$ cat src/rtl/cfg_overlay_pkg.sv
package cfg_overlay_pkg;

  typedef enum logic [1:0] {
    CMD_IDLE   = 2'b00,
    CMD_CFG_RD = 2'b01,
    CMD_CFG_WR = 2'b10,
    CMD_RESET  = 2'b11
  } cmd_op_e;

  // field layout of the configuration word, positions fixed
  typedef struct packed {
    logic       rd_async;    // 15: 1 asynchronous, 0 synchronous burst
    logic       rsv_hi;      // 14: reserved
    logic [3:0] acc_delay;   // 13..10
    logic       out_cfg;     // 9
    logic       wait_cfg;    // 8
    logic       burst_seq;   // 7
    logic       clk_cfg;     // 6
    logic [2:0] rsv_lo;      // 5..3: reserved
    logic [2:0] burst_len;   // 2..0
  } cfg_word_t;

  localparam int unsigned CFG_W = $bits(cfg_word_t);

  localparam logic [CFG_W-1:0] CFG_RESET_VAL = 16'h8000;

  // force reserved fields to zero
  function automatic cfg_word_t cfg_clean(input logic [CFG_W-1:0] raw);
    cfg_word_t w;
    w        = cfg_word_t'(raw);
    w.rsv_hi = 1'b0;
    w.rsv_lo = '0;
    return w;
  endfunction

  // mask of the reserved bit positions, derived from the layout
  function automatic logic [CFG_W-1:0] cfg_rsv_mask();
    cfg_word_t w;
    w        = '0;
    w.rsv_hi = 1'b1;
    w.rsv_lo = '1;
    return logic'(1'b0) ? '0 : w;
  endfunction

endpackage

$ cat src/rtl/cfg_store.sv
module cfg_store
  import cfg_overlay_pkg::*;
#(
  parameter logic [CFG_W-1:0] RST_VAL = CFG_RESET_VAL
) (
  input  logic             clk,
  input  logic             rst_n,
  input  logic             wr_req,
  input  logic             busy,
  input  logic [CFG_W-1:0] wr_data,
  output logic [CFG_W-1:0] cfg_q
);

  localparam logic [CFG_W-1:0] RSV = cfg_rsv_mask();

  cfg_word_t cfg_r;
  logic      wr_ok;

  // writes are gated by the program/erase engine
  assign wr_ok = wr_req && !busy;

  always_ff @(posedge clk or negedge rst_n) begin
    if (!rst_n) begin
      cfg_r <= cfg_word_t'(RST_VAL & ~RSV);
    end else if (wr_ok) begin
      cfg_r <= cfg_clean(wr_data);
    end
  end

  assign cfg_q = cfg_r;

endmodule

$ cat src/rtl/ovl_track.sv
module ovl_track #(
  parameter int unsigned BANK_W = 1
) (
  input  logic              clk,
  input  logic              rst_n,
  input  logic              rd_cmd,
  input  logic              rst_cmd,
  input  logic [BANK_W-1:0] cmd_bank,
  output logic              ovl_on,
  output logic [BANK_W-1:0] ovl_bank
);

  always_ff @(posedge clk or negedge rst_n) begin
    if (!rst_n) begin
      ovl_on   <= 1'b0;
      ovl_bank <= '0;
    end else if (rst_cmd) begin
      ovl_on   <= 1'b0;
      ovl_bank <= '0;
    end else if (rd_cmd) begin
      ovl_on   <= 1'b1;
      ovl_bank <= cmd_bank;
    end
  end

endmodule

$ cat src/rtl/rsp_mux.sv
module rsp_mux #(
  parameter int unsigned DATA_W = 32,
  parameter int unsigned CFG_W  = 16,
  parameter int unsigned BANK_W = 1
) (
  input  logic              ovl_on,
  input  logic [BANK_W-1:0] ovl_bank,
  input  logic [CFG_W-1:0]  cfg_q,
  input  logic [BANK_W-1:0] arr_bank,
  input  logic [DATA_W-1:0] arr_data,
  output logic [DATA_W-1:0] rsp_data
);

  localparam int unsigned NUM_BANKS = 1 << BANK_W;
  localparam int unsigned PAD_W     = DATA_W - CFG_W;

  logic [NUM_BANKS-1:0] bank_hit;
  logic                 sel_cfg;

  for (genvar b = 0; b < NUM_BANKS; b++) begin : g_bank
    assign bank_hit[b] = ovl_on && (ovl_bank == BANK_W'(b));
  end

  assign sel_cfg  = bank_hit[arr_bank];
  assign rsp_data = sel_cfg ? {{PAD_W{1'b0}}, cfg_q} : arr_data;

endmodule

$ cat src/rtl/cfg_overlay_ctrl.sv
module cfg_overlay_ctrl
  import cfg_overlay_pkg::*;
#(
  parameter int unsigned DATA_W = 32,
  parameter int unsigned BANK_W = 1
) (
  input  logic              clk,
  input  logic              rst_n,
  input  logic              cmd_valid,
  input  logic [1:0]        cmd_op,
  input  logic [BANK_W-1:0] cmd_bank,
  input  logic [CFG_W-1:0]  cmd_wdata,
  input  logic              engine_busy,
  input  logic              arr_valid,
  output logic              arr_ready,
  input  logic [BANK_W-1:0] arr_bank,
  input  logic [DATA_W-1:0] arr_data,
  output logic              rsp_valid,
  input  logic              rsp_ready,
  output logic [DATA_W-1:0] rsp_data
);

  cmd_op_e           op;
  logic              rd_cmd, wr_cmd, rst_cmd;
  logic [CFG_W-1:0]  cfg_q;
  logic              ovl_on;
  logic [BANK_W-1:0] ovl_bank;

  assign op      = cmd_op_e'(cmd_op);
  assign rd_cmd  = cmd_valid && (op == CMD_CFG_RD);
  assign wr_cmd  = cmd_valid && (op == CMD_CFG_WR);
  assign rst_cmd = cmd_valid && (op == CMD_RESET);

  cfg_store #(.RST_VAL(CFG_RESET_VAL)) u_store (
    .clk     (clk),
    .rst_n   (rst_n),
    .wr_req  (wr_cmd),
    .busy    (engine_busy),
    .wr_data (cmd_wdata),
    .cfg_q   (cfg_q)
  );

  ovl_track #(.BANK_W(BANK_W)) u_track (
    .clk      (clk),
    .rst_n    (rst_n),
    .rd_cmd   (rd_cmd),
    .rst_cmd  (rst_cmd),
    .cmd_bank (cmd_bank),
    .ovl_on   (ovl_on),
    .ovl_bank (ovl_bank)
  );

  rsp_mux #(.DATA_W(DATA_W), .CFG_W(CFG_W), .BANK_W(BANK_W)) u_mux (
    .ovl_on   (ovl_on),
    .ovl_bank (ovl_bank),
    .cfg_q    (cfg_q),
    .arr_bank (arr_bank),
    .arr_data (arr_data),
    .rsp_data (rsp_data)
  );

  // stream is a pure pass-through for handshake
  assign rsp_valid = arr_valid;
  assign arr_ready = rsp_ready;

endmodule

$ cat config.mk
export PLATFORM = sky130hd
export DESIGN_NAME = cfg_overlay_ctrl
export DESIGN_NICKNAME = d
export VERILOG_FILES = /design/src/rtl/cfg_overlay_pkg.sv /design/src/rtl/cfg_store.sv /design/src/rtl/ovl_track.sv /design/src/rtl/rsp_mux.sv /design/src/rtl/cfg_overlay_ctrl.sv
export SDC_FILE = /design/constraint.sdc
export NUM_CORES = 1
export LEC_CHECK = 0
export BUFFER_PORTS_ARGS = -buffer_cell sky130_fd_sc_hd__buf_2
export CAP_MARGIN = 20
export CELL_PAD_IN_SITES_DETAIL_PLACEMENT = 0
export CELL_PAD_IN_SITES_GLOBAL_PLACEMENT = 1
export CORE_MARGIN = 5
export CORE_UTILIZATION = 23
export DETAILED_ROUTE_END_ITERATION = 10
export MAX_ROUTING_LAYER = met4
export PLACE_DENSITY_LB_ADDON = 0.1
export SKIP_LAST_GASP = 1
export SLEW_MARGIN = 20
export SYNTH_ARGS = -nofsm -noshare
export SYNTH_HDL_FRONTEND = slang
export SYNTH_SLANG_ARGS = --single-unit
$ cat constraint.sdc
create_clock -name clk -period 1.5 [get_ports clk]
set_input_delay 0.15 -clock clk [delete_from_list [all_inputs] [get_ports clk]]
set_output_delay 0.15 -clock clk [all_outputs]
set_load 0.01 [all_outputs]
# Word level (Yosys, flattened, before mapping)
# Index checks and enable logic that the tools add are counted.
# totals
ff_bits	14
latchBits	0
ramBits	0
mem_bits_ro	0
in_bits	58
output_inout_bits	34
wordCells	29
mem_count	0
# op_classes
addsub	0
n_mul	0
n_div	0
order_cmp	1
n_eq_ne	3
shift	0
mux	7
bitwise_logic	1
reduce_logical	8
# op_table
cell	n
$mux 32	1
$logic_and 1x1->1	6
$mux 1	6
$eq 2x2->1 const B	2
$eq 2x1->1 const B	1
$lt 1x2->1 const B	1
$reduce_bool 2->1	1
$logic_not 1->1	1
$not 1->1	1

# Longest topological paths before layout
# Gate-level depths: netlist (run 1).
# depth
depth_word	5
ltp_mapped	4
mapped_depth_nobuf	3

# Cells and area by module
# From an unflattened synthesis (run 1), not the netlist that was laid out.
# unflattened
cells_unflattened	79
hier_area_um2	1027.2
# by_module_without_submodules
module	instances	cells_per_inst	area_each_um2	seq_area_each_um2
cfg_store	1	31	541.8	301.5
rsp_mux	1	37	374.1	0.0
ovl_track	1	6	71.3	50.0
cfg_overlay_ctrl	1	5	40.0	0.0

# Worst setup path before layout (run 1)
# OpenSTA, ideal clock, no wires.
# synth_timing
path_kind	register to output
startpoint	register u_track.ovl_bank
endpoint	output rsp_data[10]
arrival_ns	1.117
required_time_ns	1.350
slack_ns	0.233
path_stages_with_launch	5
n_path_buf	1
cell_sequence	dfrtp_1 -> xnor2_1 -> nand2_2 -> buf_6 -> mux2_4
# synth_via
elab_chain_len	5
elab_cells_between_ends	6
classes_between	mux: 3; bitwise: 1; reduce/logical: 2
# synth_rtl
item	line	text
start, declared	ovl_track.sv:10	output logic [BANK_W-1:0] ovl_bank
start signal, assigned	ovl_track.sv:22	ovl_bank <= cmd_bank;
$not 1->1	rsp_mux.sv:21	assign bank_hit[b] = ovl_on && (ovl_bank == BANK_W'(b));
$logic_and 1x1->1	rsp_mux.sv:21	
$mux 1 (implied by the code) (*) (2 in series)	rsp_mux.sv:24	assign sel_cfg = bank_hit[arr_bank];
$mux 32 (*)	rsp_mux.sv:25	assign rsp_data = sel_cfg ? {{PAD_W{1'b0}}, cfg_q} : arr_data;
end, declared	cfg_overlay_ctrl.sv:20	output logic [DATA_W-1:0] rsp_data
# Mark *: on every way between the ends. The rest lies on a longest branch, timed or not. The select of a mux whose other input is x is not followed.

# Final worst setup path (run 1)
# layout_timing
startpoint	register u_track.ovl_bank
endpoint	output rsp_data[9]
# The elaborated chain is that of the path after synthesis.

==> qor.yml, run 1 <==
portBuffers: 83
path_clk_slew_ns: 0.05
io_pins: 92
worstMarginPinSlew_ns: 0.3373
status: "complete, but fails checks"
cts_max_path_buffers: 2
cts.sinks: 14
cts_tree: "built"
crit_slowest_cell: "dfrtp_1"
numCtsBuffers: 3
clock_skew_ns: 0
r2r_slack_ns: 0.75
grt_pass1_vias: 804
wl_um: 2413
cpPeakStageDelay_ns: 0.40
setup-violations-final: 26
period_minus_slack_ns: 1.654
slew-limit-headroom_pct: 77.51
r2r-end: "u_store.cfg_q[13]"
fin_cells: 208
num-fill-cells: 379
critPathLaunch: "u_track.ovl_bank"
hold_viol: 0
grt_max_degree: 24
power.leakage_nw: 0.7901
worstPathRequired_ns: 1.35
via_per_inst: 4.115
place_hpwl_um: 1937
irDropWorstVdd_mv: 0.5358
slew_viol_final: 0
worstPathArrival_ns: 1.50
dieArea_mm2: 0.005186
seq_area_frac_synth_pct: 39.75
routedWlPerCell_um: 11.60
clk-insertion-delay-late_ns: 0.24
drc: 0
drtIter0Drc: 7
syn_nets: 131
r2r_cells: 1
crit_end: "rsp_data[9]"
diodes: 0
ys_warn_count: 0
drive_above_1_share_pct: 74.38
rows: 22
final_common_cell: "buf_2"
area_growth_pct: 64.78
final_antenna_net_count: 0
drt_pass1_iterations: 4
max_freq_mhz: 604.5
syn_area_um2: 884.6
setup_ws_ns: -0.1544
p_per_area_mw_per_mm2: 898.7
track_usage_pct: 8.728
die_h_um: 72.02
violations: "setup timing"
grt_antenna_before_repair: 0
rr_startpoint: "u_store.cfg_q[13]"
min_path_type: "primary input to flip-flop"
most-common-layout-cells: "83 x buf_2, 20 x and2_1, 14 x mux2_2"
via_count: 856
end_kind: "primary output"
p_total_mw: 1.310
grt_overflow: 0
clock-root-buffer: "clkbuf_8"
initial_core_util_pct: 23.98
synthCells: 73
synth_cell_types: 14
max_cap_violations: 0
path_max_fanout: 9
gp_congestion: 0.7176
ys_ff_latch: 14
fin_nets: 219
avgSynthCellArea_um2: 12.12
core_area_mm2: 0.003689
crit_type: "flip-flop to primary output"
worstPathCellList: "xnor2_2 -> nand2_2 -> buf_12 -> mux2_4 -> buf_2"
fp.dieW_um: 72.02
grt_pass1_wl_um: 3436
worst_setup_path_start_kind: "flip-flop"
dpl.cell_count: 200
rsz0062_at_grt: "true"
htree_levels: 1
fin_crit_sh_pct: 110.3
[routing by layer]
metal / part of all wire (%) / GRT usage, %
met1: 37 / 8.759
met2: 49 / 15.51
met3: 13 / 3.047
met4: 0.66 / 3.340
met5: 0 / -
[where the power goes]
group	internal, mW	switching (mW)	leakage (nW)
combinational	0.312	0.193	0.599
sequential	0.460	0.0381	0.168
clock	0.187	0.120	0.0228
total	0.959	0.351	0.790
[stage by stage]
step	hold slack [ns]	setup slack, ns	setup TNS (ns)	area (µm²)	util (%)
after floorplan	-0.1456	0.2326	0	884.6	-
after global placement	0.07051	0.07089	0	1355	36.74
after detailed placement	0.07308	0.06933	0	1355	36.74
after CTS	0.1264	-0.1801	-2.704	1410	38.23
after global routing	0.1343	-0.2221	-5.567	1458	39.52
final	0.1298	-0.1544	-3.577	1458	39.52
[registers in the layout, indices dropped and copies added, names as in the netlist]
signal / count
u_store.cfg_q: 12
u_track.ovl_bank: 1
u_track.ovl_on: 1
[area by class of cell]
| type | count | area, µm² | area share, % |
|---|---|---|---|
| clock buffers | 4 | 45.04 | 3.090 |
| well taps | 48 | 60.06 | 4.120 |
| flip-flops and latches | 14 | 351.6 | 24.12 |
| repair buffers | 89 | 505.5 | 34.68 |
| multi-input cells | 53 | 495.5 | 33.99 |
[logic make-up after synthesis]
kind of cell | share of synthesized area [%]
simple gates | 18.25
compound gates | 1.132
buf+inv | 5.092
xor+xnor | 0.9903
flops | 39.75
mux | 34.79
[worst max-delay path: cells and delay by family (launching register included)]
kind,cells,cell delay (ns)
XOR/XNOR,1,0.14
buffers and inverters,2,0.30
flip-flops,1,0.40
multiplexers,1,0.30
AND/OR/NAND/NOR,1,0.12
[timing repair]
action	4_1_cts	5_1_grt
setup buffers	0	2
hold buffers	1	0
pin swaps	1	1
endpoints found under the hold margin	13	0
gates resized for setup	0	1
endpoints found under the setup margin	32	32
cloned	0	1
[how the worst min path moves through the flow]
stage / from / to / slack (ns) / depth (start not counted)
after global placement: rst_n / u_store.cfg_q[12] / 0.07 / 1
after CTS: cmd_op[1] / u_track.ovl_on / 0.13 / 2
after global routing: cmd_wdata[6] / u_store.cfg_q[6] / 0.13 / 2
after detailed placement: rst_n / u_store.cfg_q[12] / 0.07 / 1
final: cmd_op[1] / u_track.ovl_on / 0.13 / 2
after floorplan: rst_n / u_store.cfg_q[0] / -0.15 / 0
[synthesized netlist by cell type]
cell type | count | share of area (%)
o21ai_0 | 2 | 1.1
and4bb_2 | 1 | 1.4
nand2_1 | 3 | 1.3
dfstp_2 | 1 | 3.0
mux2_4 | 10 | 17
clkbuf_1 | 2 | 0.85
buf_6 | 2 | 2.5
mux2_2 | 14 | 18
dfrtp_1 | 13 | 37
nand2b_1 | 1 | 0.71
buf_4 | 2 | 1.7
nand2_2 | 1 | 0.71
xnor2_1 | 1 | 0.99
and2_1 | 20 | 14
Power figures use the tool's default switching activity.
==> inputs of run 2 (changes only) <==
Settings changed: ABC_CLOCK_PERIOD_IN_PS set to 1500, SKIP_CTS_REPAIR_TIMING set to 1.
==> run 2 against run 1 <==
  * The flow still finishes with violations (setup timing)
  * Sequential power hardly changed
  * Final area unchanged
  * Worst setup slack worse by 0.0028 ns
  * Total power grew 0.12%
  * Die area unchanged
  * Worst hold slack better by 0.0014 ns
  * Register-to-register slack about the same
  * Sequential cell count did not move
  * Largest cell class unchanged
==> qor.yml, run 2 (synthesized netlist as in run 1, its figures left out) <==
status: "complete, but fails checks"  # unchanged
violations: "setup timing"  # unchanged
max_freq_mhz: 603.4  # was 604.5 MHz
hold_viol: 0  # unchanged
fin_nets: 219  # unchanged
path_max_fanout: 9  # unchanged
slew-limit-headroom_pct: 77.00  # was 77.51%
end_kind: "primary output"  # unchanged
portBuffers: 83  # unchanged
post-place-ws_ns: 0.06933  # unchanged
initial_core_util_pct: 23.98  # unchanged
fp.dieW_um: 72.02  # unchanged
numCtsBuffers: 3  # unchanged
drt_pass1_iterations: 3  # was 4
setup-violations-final: 26  # unchanged
largest_register_ffs: 12  # unchanged
grt_overflow: 0  # unchanged
crit_slowest_cell: "dfrtp_1"  # unchanged
fin_crit_sh_pct: 110.5  # was 110.3%
final_common_cell: "buf_2"  # unchanged
routedWlPerCell_um: 11.72  # was 11.60 µm
core_area_mm2: 0.003689  # unchanged
min_path_type: "primary input to flip-flop"  # unchanged
crit_family: "flip-flops"  # unchanged
dpl.cell_count: 200  # unchanged
area_growth_pct: 64.78  # unchanged
max_cap_violations: 0  # unchanged
wl_um: 2437  # was 2413 µm
rsz0062_at_grt: "true"  # unchanged
diodes: 0  # unchanged
cts_tree: "built"  # unchanged
grt_antenna_before_repair: 0  # unchanged
clk-insertion-delay-late_ns: 0.24  # about the same
period_minus_slack_ns: 1.657  # was 1.654 ns
die_h_um: 72.02  # unchanged
worstPathCellList: "xnor2_2 -> nand2_2 -> buf_12 -> mux2_4 -> buf_2"  # unchanged
cpPeakStageDelay_ns: 0.40  # about the same
place_hpwl_um: 1937  # unchanged
crit_type: "flip-flop to primary output"  # unchanged
irDropWorstVdd_mv: 0.5376  # was 0.5358 mV
worst_setup_path_start_kind: "flip-flop"  # unchanged
drive_above_1_share_pct: 74.38  # unchanged
dieArea_mm2: 0.005186  # unchanged
r2r_slack_ns: 0.75  # about the same
worstPathRequired_ns: 1.35  # about the same
path_clk_slew_ns: 0.05  # about the same
p_per_area_mw_per_mm2: 899.8  # was 898.7 mW/mm²
grt_max_degree: 24  # unchanged
clock_skew_ns: 0  # unchanged
htree_levels: 1  # unchanged
cts.sinks: 14  # unchanged
fin_cells: 208  # unchanged
io_pins: 92  # unchanged
grt_pass1_wl_um: 3415  # was 3436 µm
path_buf_inv: 2  # unchanged
cts_max_path_buffers: 2  # unchanged
fin_setup_tns_ns: -3.609  # was -3.577 ns
power.leakage_nw: 0.7901  # unchanged
slew_viol_final: 0  # unchanged
track_usage_pct: 8.668  # was 8.728%
drtIter0Drc: 7  # unchanged
gp_congestion: 0.7176  # unchanged
final_antenna_net_count: 0  # unchanged
worstMarginPinSlew_ns: 0.3450  # was 0.3373 ns
via_count: 858  # was 856
setup_ws_ns: -0.1572  # was -0.1544 ns
drc: 0  # unchanged
via_per_inst: 4.125  # was 4.115
most-common-layout-cells: "83 x buf_2, 20 x and2_1, 14 x mux2_2"  # unchanged
rows: 22  # unchanged
grt_pass1_vias: 805  # was 804
clock-root-buffer: "clkbuf_8"  # unchanged
worstPathArrival_ns: 1.51  # was 1.50 ns
[run 2: cell counts in the layout (fill, tap and decap cells not counted)]
Identical to the previous run, type by type.
[run 2: report_power, final]
group | leakage (nW) | internal [mW] | switching, mW
clock | 0.0228 | 0.187 | 0.121
combinational | 0.599 | 0.312 | 0.194
sequential | 0.168 | 0.460 | 0.0380
[run 2: final timing paths]
| check | start | endpoint | cells after the start |
|---|---|---|---|
| worst max-delay path | u_track.ovl_bank | rsp_data[10] | 5 |
| worst min-delay path | cmd_op[1] | u_track.ovl_on | 2 |
| worst max register to register | u_store.cfg_q[13] | u_store.cfg_q[13] | 1 |
| worst min register to register | u_track.ovl_on | u_track.ovl_on | 2 |
| max in group asynchronous | rst_n | u_store.cfg_q[15] | 2 |
| min in group asynchronous | rst_n | u_store.cfg_q[12] | 2 |
[run 2: routing by layer]
metal	GRT usage, %	vias to the layer above	share of wire [%]
met1	8.418	390	36
met2	15.71	50	50
met4	3.340	0	0.66
li1	-	416	-
met3	3.047	2	13
met5	-	-	0
[run 2: final cells by class]
cell class,count,area [µm²]
Fill cell,379,2231
Timing Repair Buffer,89,505.5
Multi-Input combinational cell,53,495.5
Sequential cell,14,351.6
Tap cell,48,60.06
Clock buffer,4,45.04
[run 2: metrics by stage]
step           total power [mW]  area [µm²]  hold WS, ns  utilization [%]
2_1_floorplan            0.7878       884.6      -0.1456                -
3_3_place_gp             0.9811        1355      0.07051            36.74
3_5_place_dp             0.9901        1355      0.07308            36.74
4_1_cts                   1.316        1400      -0.1866            37.96
5_1_grt                   1.407        1458       0.1343            39.52
6_report                  1.312        1458       0.1312            39.52
